File: src/rtl/pwm_frame_blanker.sv
module pwm_frame_blanker #(
  parameter int CW = 16,
  parameter int NW = 8
) (
  input  logic          clk,
  input  logic          rst,
  input  logic          en,
  input  logic [CW-1:0] period_in,
  input  logic [CW-1:0] cmp_in,
  input  logic [NW-1:0] act_in,
  input  logic [NW-1:0] blk_in,
  output logic          pwm_out,
  output logic          frame_start
);
  localparam int FW = NW + 1;

  logic          running;
  logic [CW-1:0] tb;
  logic [CW-1:0] per_q, cmp_q;
  logic [NW-1:0] act_q, blk_q;
  logic [FW-1:0] idx;

  wire [FW-1:0] flen    = {1'b0, act_q} + {1'b0, blk_q};
  wire          wrap    = (tb == per_q);
  wire          last    = (idx + 1'b1) >= flen;
  wire          reload  = !running || (wrap && last);
  wire          act_per = idx < {1'b0, act_q};

  always_ff @(posedge clk) begin
    if (rst || !en) begin
      running <= 1'b0;
      tb      <= '0;
      idx     <= '0;
    end else begin
      running <= 1'b1;
      tb      <= (!running || wrap) ? '0 : tb + 1'b1;
      if (reload)    idx <= '0;
      else if (wrap) idx <= idx + 1'b1;
    end
  end

  always_ff @(posedge clk) begin
    if (rst) begin
      per_q <= '0;
      cmp_q <= '0;
      act_q <= '0;
      blk_q <= '0;
    end else if (en && reload) begin
      per_q <= period_in;
      cmp_q <= cmp_in;
      act_q <= act_in;
      blk_q <= blk_in;
    end
  end

  assign pwm_out     = running && act_per && (tb < cmp_q);
  assign frame_start = running && (tb == '0) && (idx == '0);

  a_r1_count_bounded: assert property (@(posedge clk) disable iff (rst)
    running |-> tb <= per_q);

  a_r1_wraps_to_zero: assert property (@(posedge clk) disable iff (rst)
    (running && en && tb == per_q) |=> tb == '0);

  a_r4_index_moves_at_wrap: assert property (@(posedge clk) disable iff (rst)
    (running && en && tb != per_q) |=> $stable(idx));

  a_r5_settings_held: assert property (@(posedge clk) disable iff (rst)
    (running && en && !(wrap && last)) |=>
      ($stable(per_q) && $stable(cmp_q) && $stable(act_q) && $stable(blk_q)));

  a_r7_zero_pulses_low: assert property (@(posedge clk) disable iff (rst)
    (running && act_q == '0) |-> !pwm_out);

  a_r8_strobe_single: assert property (@(posedge clk) disable iff (rst)
    (frame_start && en && per_q != '0) |=> !frame_start);

  a_r9_idle_low: assert property (@(posedge clk) disable iff (rst)
    !running |-> (!pwm_out && !frame_start));
endmodule

File: config.mk
export PLATFORM = sky130hd
export DESIGN_NAME = pwm_frame_blanker
export DESIGN_NICKNAME = d
export VERILOG_FILES = /design/src/rtl/pwm_frame_blanker.sv
export SDC_FILE = /design/constraint.sdc
export NUM_CORES = 1
export LEC_CHECK = 0
export ABC_CLOCK_PERIOD_IN_PS = 5800
export BUFFER_PORTS_ARGS = -buffer_cell sky130_fd_sc_hd__clkbuf_2
export CORE_ASPECT_RATIO = 1.25
export CORE_MARGIN = 2
export CORE_UTILIZATION = 33
export CTS_CLUSTER_DIAMETER = 100
export CTS_CLUSTER_SIZE = 24
export DETAILED_ROUTE_END_ITERATION = 10
export GPL_TIMING_DRIVEN = 0
export SYNTH_ARGS = -nofsm -noshare
export SYNTH_HDL_FRONTEND = slang
export SYNTH_SLANG_ARGS = --single-unit
export TNS_END_PERCENT = 1
File: constraint.sdc
create_clock -name clk -period 5.8 [get_ports clk]
set_input_delay 1.16 -clock clk [delete_from_list [all_inputs] [get_ports clk]]
set_output_delay 1.16 -clock clk [all_outputs]
set_load 0.03 [all_outputs]
Word-level counts from Yosys, hierarchy flattened
Cells that the tools add are included.
{"block": "word_totals", "register_bits": 74, "latch_bits": 0, "ram_bits": 0, "mem_bits_ro": 0, "in_bits": 51, "elab_cells": 30, "mem_count": 0}
{"block": "classes", "n_addsub": 3, "n_mul": 0, "n_div": 0, "order_cmp": 3, "eq_ne": 1, "shifts": 0, "n_mux": 1, "bitwise_logic": 0, "n_reduce_logical": 15}
{"cell": "$add 16x1->16 const B", "n": 1}
{"cell": "$eq 16x16->1", "n": 1}
{"cell": "$logic_not 16->1", "n": 1}
{"cell": "$lt 16x16->1", "n": 1}
{"cell": "$add 8x8->9", "n": 1}
{"cell": "$add 9x1->9 const B", "n": 1}
{"cell": "$ge 9x9->1", "n": 1}
{"cell": "$logic_not 9->1", "n": 1}
{"cell": "$lt 9x8->1", "n": 1}
{"cell": "$logic_and 1x1->1", "n": 6}
{"cell": "$reduce_or 2->1", "n": 2}
{"cell": "$logic_or 1x1->1", "n": 3}
{"cell": "$logic_not 1->1", "n": 2}
{"cell": "$mux 1", "n": 1}

Longest topological paths before layout
Gate-level depths: netlist of the first run.
{"block": "logic_depth", "word_depth": 5, "mapped_depth": 18, "depth_no_buf": 16}

Least setup slack after synthesis of the first run
No wires, ideal clock.
{"block": "synth_timing", "kind": "flip-flop to flip-flop", "startpoint": "register act_q[0]", "endpoint": "register cmp_q[10]", "setup_time_ps": 128, "arrival_ps": 3029, "required_time_ps": 5672, "path_slack_ps": 2644, "stages_incl_launch_ff": 19, "n_path_buf": 2, "period_less_slack_ps": 3156, "path_cell_list": "dfxtp_1 -> ha_1 -> inv_1 -> fa_1 -> nor2b_1 -> o21ai_0 -> nand2b_1 -> a21o_1 -> a21o_1 -> xnor2_1 -> ha_1 -> o2111ai_1 -> a21oi_1 -> a2111oi_2 -> nand3b_2 -> buf_6 -> buf_8 -> mux2i_1 -> nor2_1"}
{"block": "synth_between", "elab_chain_len": 5}
{"item": "start: declaration", "line_no": "20", "text": "logic [NW-1:0] act_q, blk_q;"}
{"item": "start signal: assignment", "line_no": "51", "text": "act_q <= act_in;"}
{"item": "$add 8x8->9", "line_no": "23", "text": "wire [FW-1:0] flen = {1'b0, act_q} + {1'b0, blk_q};"}
{"item": "$ge 9x9->1", "line_no": "25", "text": "wire last = (idx + 1'b1) >= flen;"}
{"item": "$logic_and 1x1->1", "line_no": "26", "text": "wire reload = !running || (wrap && last);"}
{"item": "$logic_or 1x1->1", "line_no": "26"}
{"item": "$logic_and 1x1->1", "line_no": "48", "text": "end else if (en && reload) begin"}
{"item": "end signal: assignment", "line_no": "50", "text": "cmp_q <= cmp_in;"}
{"item": "end: declaration", "line_no": "19", "text": "logic [CW-1:0] per_q, cmp_q;"}
Every way passes these cells.
A chain may end at the register's enable or synchronous reset.

Worst setup path in the final report of the first run
{"block": "layout_timing", "startpoint": "register tb[5]", "endpoint": "output pwm_out"}
{"block": "layout_between", "elab_chain_len": 2}
{"item": "start: declaration", "line_no": "18", "text": "logic [CW-1:0] tb;"}
{"item": "start signal: assignment", "line_no": "36", "text": "tb <= (!running || wrap) ? '0 : tb + 1'b1;"}
{"item": "$lt 16x16->1", "line_no": "56", "text": "assign pwm_out = running && act_per && (tb < cmp_q);"}
{"item": "$logic_and 1x1->1", "line_no": "56"}
{"item": "end: declaration", "line_no": "12", "text": "output logic pwm_out,"}
Every way passes these cells.

==> results of run 1 <==
## stage by stage
| step | instance area, um^2 | power, mW | hold slack, ps | instances | worst slack [ps] |
|---|---|---|---|---|---|
| 2_1_floorplan | 4160 | 0.706 | 463 | 453 | 2640 |
| 3_3_place_gp | 4620 | 0.756 | 479 | 669 | 2240 |
| 3_5_place_dp | 4620 | 0.762 | 485 | 669 | 2220 |
| 4_1_cts | 4930 | 1.36 | 499 | 683 | 2090 |
| 5_1_grt | 4930 | 1.40 | 517 | 683 | 1880 |
| 6_report | 4930 | 1.34 | 492 | 683 | 2130 |
## how the worst max path moves through the flow
stage,from,end,slack [ps],depth (start not counted)
2_1_floorplan,act_q[0],cmp_q[10],2640,18
3_3_place_gp,act_q[0],cmp_q[14],2240,18
3_5_place_dp,act_q[0],cmp_q[11],2220,18
4_1_cts,tb[5],pwm_out,2090,7
5_1_grt,act_q[0],per_q[13],1880,18
6_report,tb[5],pwm_out,2130,7
## cells in the final DEF (no fill, tap or decap), types with 2 or more instances in the layout
cell type and n:
and3_1 2, xnor2_1 33, nor4b_1 2, clkbuf_1 9
xor2_1 18, nor3_1 2, buf_8 2, nand4_1 10
inv_1 33, nor4_1 6, mux2i_1 49, clkbuf_2 52
a21o_1 9, dfxtp_1 74, ha_1 43, nand2_1 15
nand2b_1 4, a21oi_1 9, and4_1 2, buf_2 2
clkbuf_16 9, nor2b_1 8, o21ai_0 6, buf_4 2
nor2_1 85, nand3_1 10, bufinv_16 2
## worst reg2reg max path, stage by stage, from the launching register on
cell and delay, ps:
dfxtp_1 370, ha_1 180, inv_1 50, fa_1 400, nor2b_1 120, o21ai_0 80
nand2b_1 120, xnor2_1 140, ha_1 280, a211oi_2 290, a21oi_1 130, a2111oi_2 430
nand3b_2 240, buf_6 200, buf_8 170, mux2i_1 200, nor2_1 60
## kinds of logic after synthesis
family	synth area share (%)
buffers and inverters	5.30
DFF	35.7
muxes	11.8
adders and majority gates	13.4
xor gates and xnor gates	10.7
and+or+nand+nor	17.0
AOI/OAI and AO/OA	6.02
## power by group
group | switching (mW) | total [mW] | internal [mW]
clock network | 0.205 | 0.588 | 0.383
registers | 0.0184 | 0.553 | 0.535
logic | 0.0996 | 0.196 | 0.0963
## per-layer routing
metal	vias to the layer above	track usage, %	share of wire (%)
met3	12	2.16	2.8
met5	-	0	0
met1	1461	16.2	44
met4	0	5.72	1.8
li1	1649	-	-
met2	46	26.8	51
## area by class of cell
| class | instances | share of cell area, % |
|---|---|---|
| Multi-Input combinational cell | 331 | 49.8 |
| Sequential cell | 74 | 30.1 |
| Timing Repair Buffer | 52 | 5.28 |
| Clock buffer | 11 | 4.93 |
| Tap cell | 164 | 4.16 |
| Inverter | 33 | 2.51 |
| Buffer | 15 | 1.95 |
| Clock inverter | 3 | 1.32 |
## registers in the layout, summed over array words and instances, names as in the netlist
name     flops
blk_q        8
per_q       16
cmp_q       16
idx          9
tb          16
act_q        8
running      1
==> impl_metrics.json, run 1 <==
{
  "status": "completed",
  "grt_pass1_vias": 3311,
  "grt_max_degree": 12,
  "rsz0062_at_grt": "false",
  "synthesis.area_um2": 4160,
  "clock_latency_ps": 330,
  "post-route-util_pct": 40.3,
  "gp_congestion": 0.823,
  "synth.top_cell.area_share_pct": 35.7,
  "rows": 45,
  "worst_pin_slew_ps": 458,
  "synth_top_area_cell": "dfxtp_1",
  "root_buffer": "clkbuf_16",
  "ys_top_cells_by_area": "dfxtp_1 36%, ha_1 13%, mux2i_1 12%",
  "yosysWarnings": 0,
  "crit_chain": "ha_1 > and4_1 > a2111oi_0 > o21ai_0 > a221oi_1 > o21a_1 > clkbuf_2",
  "syn_nets": 548,
  "start_util_pct": 34.0,
  "holdPathStages": 2,
  "rr_worst_depth": 16,
  "wl_per_cell_um": 13.1,
  "seqCellArea_um2": 1480,
  "yosys_most_used_dff": "dfxtp_1",
  "hold_path_class": "register to register",
  "skew_ps": 6.99,
  "num-fill-cells": 1258,
  "drt_iter0_drc": 93,
  "area_growth_pct": 18.6,
  "cts.clk_slew.worst_paths_ps": 60,
  "peakVddDrop_v": 0.000101,
  "clock_path_buffers": 2,
  "die_x_um": 104,
  "finalCriticalPeriod_ps": 3670,
  "via_count": 3168,
  "leakage_nw": 2.26,
  "drt-total-wl_um": 8970,
  "grt-ovfl-total": 0,
  "cap_violations": 0,
  "antenna_cells": 0,
  "holdPathEnd": "cmp_q[3]",
  "rrSetupSlack_ps": 2220,
  "cp.required_ps": 4640,
  "crit_family": "compound AO/OA/AOI/OAI gates",
  "cp_slowest_cell": "dfxtp_1",
  "synth_edf_count": 0,
  "cts.sinks": 74,
  "tritoncts": "done",
  "layout-drive-gt1-share_pct": 14.8,
  "final_max_slew_viol_count": 0,
  "synth.distinct_cells": 43,
  "dp_hpwl_um": 7200,
  "ant_nets": 0,
  "grt_pass1_wl_um": 15400,
  "async_flop_share_pct": 0,
  "io_pins": 53,
  "cts_setup_buffers": 0,
  "slew-limit-headroom_pct": 69.5,
  "power_density_nw_per_um2": 271,
  "dr.pass1.iters": 4,
  "r2r_start": "act_q[0]",
  "cts-buffers-inserted": 9,
  "nNetsFinal": 611,
  "crit_fanout": 6,
  "critPathKind": "register to output port",
  "cp-start-kind": "register",
  "endpoint_kind": "output port",
  "final.period_utilization_pct": 63.2,
  "coreArea_um2": 12200,
  "setup_violations": 0,
  "synthCells": 453,
  "syn_area_per_cell_um2": 9.17,
  "die_h_um": 129,
  "multi_input_area_um2": 2450,
  "vias_per_cell": 4.64,
  "drc": 0,
  "ys_seq_elements": 74,
  "crit_path_max_incr_delay_ps": 470,
  "grt_util_all_layers_pct": 14.3,
  "setup_tns_ps": 0,
  "htree_num_levels": 3,
  "yosys-top-cells-count": "85 x nor2_1, 74 x dfxtp_1, 49 x mux2i_1",
  "die_area_um2": 13500,
  "r2r-end": "per_q[11]",
  "cts_resized": 0,
  "antenna_found_initial": 0,
  "finalHoldViolCount": 0,
  "cts-hold-fix-buffers": 0,
  "hp-start": "cmp_q[3]",
  "yosysMostFrequentCell": "nor2_1",
  "worst-path-buf-inv": 1,
  "critPathArrivalTime_ps": 2510,
  "io_buffers": 52,
  "ys_seq_area_share_pct": 35.7,
  "fmax_mhz": 273
}
Power figures use the tool's default switching activity.
==> run 2: changes to the inputs <==
- ABC_AREA: default -> 1
- ABC_CLOCK_PERIOD_IN_PS: 5800 -> 3300
- clock period: 5.8 -> 3.3 ns (I/O delays scaled with it)
==> impl_metrics.json, run 2 <==
{
  "status": "completed",
  "leakage_nw": 3.28,
  "yosys_most_used_dff": "dfxtp_1",
  "htree_num_levels": 3,
  "syn_area_per_cell_um2": 6.28,
  "cts-hold-fix-buffers": 0,
  "drc": 0,
  "ant_nets": 0,
  "die_x_um": 114,
  "vias_per_cell": 4.52,
  "yosysWarnings": 0,
  "path_common_cell": "nand2_1",
  "peakVddDrop_v": 0.000216,
  "drt-total-wl_um": 12400,
  "rr_worst_depth": 21,
  "io_pins": 53,
  "synthesis.area_um2": 4990,
  "nNetsFinal": 961,
  "worst_pin_slew_ps": 812,
  "die_h_um": 141,
  "dp_slack_ps": -646,
  "pwr-share-seq_pct": 36.2,
  "synth_edf_count": 0,
  "dp.cells": 1028,
  "holdPathStages": 2,
  "slew-limit-headroom_pct": 45.4,
  "ys_top_cells_by_area": "dfxtp_1 30%, nand2_1 16%, inv_1 14%",
  "finalInstanceArea_um2": 6030,
  "num-fill-cells": 1609,
  "ys_seq_area_share_pct": 29.7,
  "cts-buffers-inserted": 9,
  "p_comb_share_pct": 20.5,
  "skew_ps": 9.92,
  "post-route-util_pct": 40.5,
  "hold_path_class": "register to register",
  "antenna_cells": 0,
  "coreArea_um2": 14900,
  "ys_seq_elements": 74,
  "finalNonFillerCells": 1053,
  "area_growth_pct": 20.9,
  "crit_family": "simple AND/OR/NAND/NOR gates",
  "tritoncts": "done",
  "setup_tns_ps": 0,
  "rrSetupSlack_ps": 170,
  "wl_per_cell_um": 11.8,
  "switching_power_mw": 0.750,
  "r2r-end": "per_q[5]",
  "clock_path_buffers": 2,
  "p_sw_share_pct": 27.7,
  "cp.required_ps": 3580,
  "start_util_pct": 33.5,
  "holdPathEnd": "idx[0]",
  "setup_violations": 0,
  "dp_hpwl_um": 9750,
  "gp_congestion": 0.853,
  "critPathKind": "register to register",
  "finalCriticalPeriod_ps": 3130,
  "final_common_cell": "nand2_1",
  "die_area_um2": 16100,
  "drt_iter0_drc": 201,
  "critPathArrivalTime_ps": 3400,
  "grt_util_all_layers_pct": 15.7,
  "grt_pass1_vias": 4359,
  "antenna_found_initial": 0,
  "dr.pass1.iters": 4,
  "power_density_nw_per_um2": 449,
  "power.share.clock_pct": 43.3,
  "crit_path_max_incr_delay_ps": 360,
  "cap_violations": 0,
  "grt_pass1_wl_um": 20200,
  "fmax_mhz": 320,
  "crit_chain": "ha_4 > inv_2 > fa_2 > o21ai_2 > a21oi_1 > o21bai_1 > nand2_1 > nand2_1 > a21oi_2 > ha_1 > nand2_1 > inv_1 > a21oi_2 > nand3_1 > nor2_2 > nand2_4 > buf_8 > buf_8 > nand4_1 > nand2_1 > nor2_1",
  "cp-start-kind": "register",
  "synthCells": 794,
  "largestRegisters": "cmp_q: 16 flops, per_q: 16 flops, tb: 16 flops",
  "root_buffer": "clkbuf_16",
  "yosys-top-cells-count": "214 x nand2_1, 189 x inv_1, 87 x nor2_1",
  "finalHoldViolCount": 0,
  "layout-drive-gt1-share_pct": 12.6,
  "async_flop_share_pct": 0,
  "grt-ovfl-total": 0,
  "crit_fanout": 7,
  "rows": 50,
  "clock_latency_ps": 340,
  "worst-path-buf-inv": 4,
  "synth_top_area_cell": "dfxtp_1",
  "dpl-instance-area_um2": 5480,
  "endpoint_kind": "register",
  "cp_slowest_cell": "fa_2",
  "final_cell_mix": "210 x nand2_1, 188 x inv_1, 86 x nor2_1, 71 x dfxtp_1, 57 x nand4_1",
  "final_max_slew_viol_count": 0,
  "yosysMostFrequentCell": "nand2_1",
  "cts.sinks": 74,
  "intPower_mw": 1.96,
  "synth.distinct_cells": 30,
  "io_buffers": 52,
  "grt_max_degree": 13,
  "final.period_utilization_pct": 94.8,
  "worst_slack_ps": 173,
  "r2r_start": "blk_q[0]",
  "syn_nets": 889,
  "rsz0062_at_grt": "true",
  "cts.clk_slew.worst_paths_ps": 60,
  "hp-start": "idx[0]",
  "via_count": 4763,
  "synth.top_cell.area_share_pct": 29.7
}
## run 2: kinds of logic (layout without fill, tap and decap cells)
family                     Yosys count  in the layout  synth area share, %
adders and majority gates           44             44                 11.2
DFF                                 74             74                 29.7
buffers and inverters              217            294                 16.9
AOI/OAI and AO/OA                   45             45                 4.84
xor gates and xnor gates            18             18                 3.16
and+or+nand+nor                    396            396                 34.2
## run 2: layer usage
| metal | vias to the layer above | part of all wire, % | global-route usage (%) |
|---|---|---|---|
| li1 | 2574 | - | - |
| met3 | 19 | 3.0 | 3.12 |
| met1 | 2099 | 43 | 18.3 |
| met5 | - | 0 | 0 |
| met2 | 71 | 51 | 28.4 |
| met4 | 0 | 2.1 | 5.52 |
## run 2: worst reg2reg max path: cells and delay by family, from the launching register on
family,cells,cell delay [ps]
AND/OR/NAND/NOR,9,900
adder cells (fa/ha/maj),3,800
AO/OA/AOI/OAI,5,620
buffers and inverters,4,390
flip-flops,1,350
## run 2: worst max path at each step
stage | start | end | slack (ps) | cells after the start
CTS | act_q[0] | per_q[5] | -6 | 21
finish | blk_q[0] | per_q[5] | 170 | 21
floorplan | act_q[0] | per_q[10] | 170 | 21
global placement | act_q[0] | per_q[5] | -550 | 21
global route | blk_q[0] | act_q[7] | -80 | 21
detailed placement | act_q[0] | per_q[5] | -650 | 21
## run 2: final cells by class
cell class,count,area (um^2),share of cell area (%)
tap,182,228,3.78
clock inverter,4,97.6,1.62
multi-input combinational,503,2710,45.0
inverter,190,713,11.8
buffer,27,184,3.05
clock buffer,12,256,4.25
timing repair buffer,61,349,5.79
sequential,74,1490,24.7
## run 2: stage by stage
| stage | total power [mW] | hold slack [ps] |
|---|---|---|
| after floorplan | 1.37 | 450 |
| after global placement | 1.51 | 492 |
| after detailed placement | 1.51 | 502 |
| after CTS | 2.70 | 518 |
| after global routing | 2.87 | 544 |
| final | 2.71 | 515 |
## run 2: power by group through the flow
stage,Combinational [mW],Sequential [mW],Clock (mW)
2_1_floorplan,0.380,0.991,0
3_3_place_gp,0.509,0.996,0
3_5_place_dp,0.514,0.998,0
4_1_cts,0.527,0.979,1.20
5_1_grt,0.639,0.986,1.24
6_report,0.556,0.979,1.17
## run 2: timing repair
item / in CTS / in global routing
setup endpoints to repair: 57 / 57
buffers inserted: 1 / 7
resized for setup: 14 / 28
pin swaps: 2 / 18
gates cloned: 0 / 1
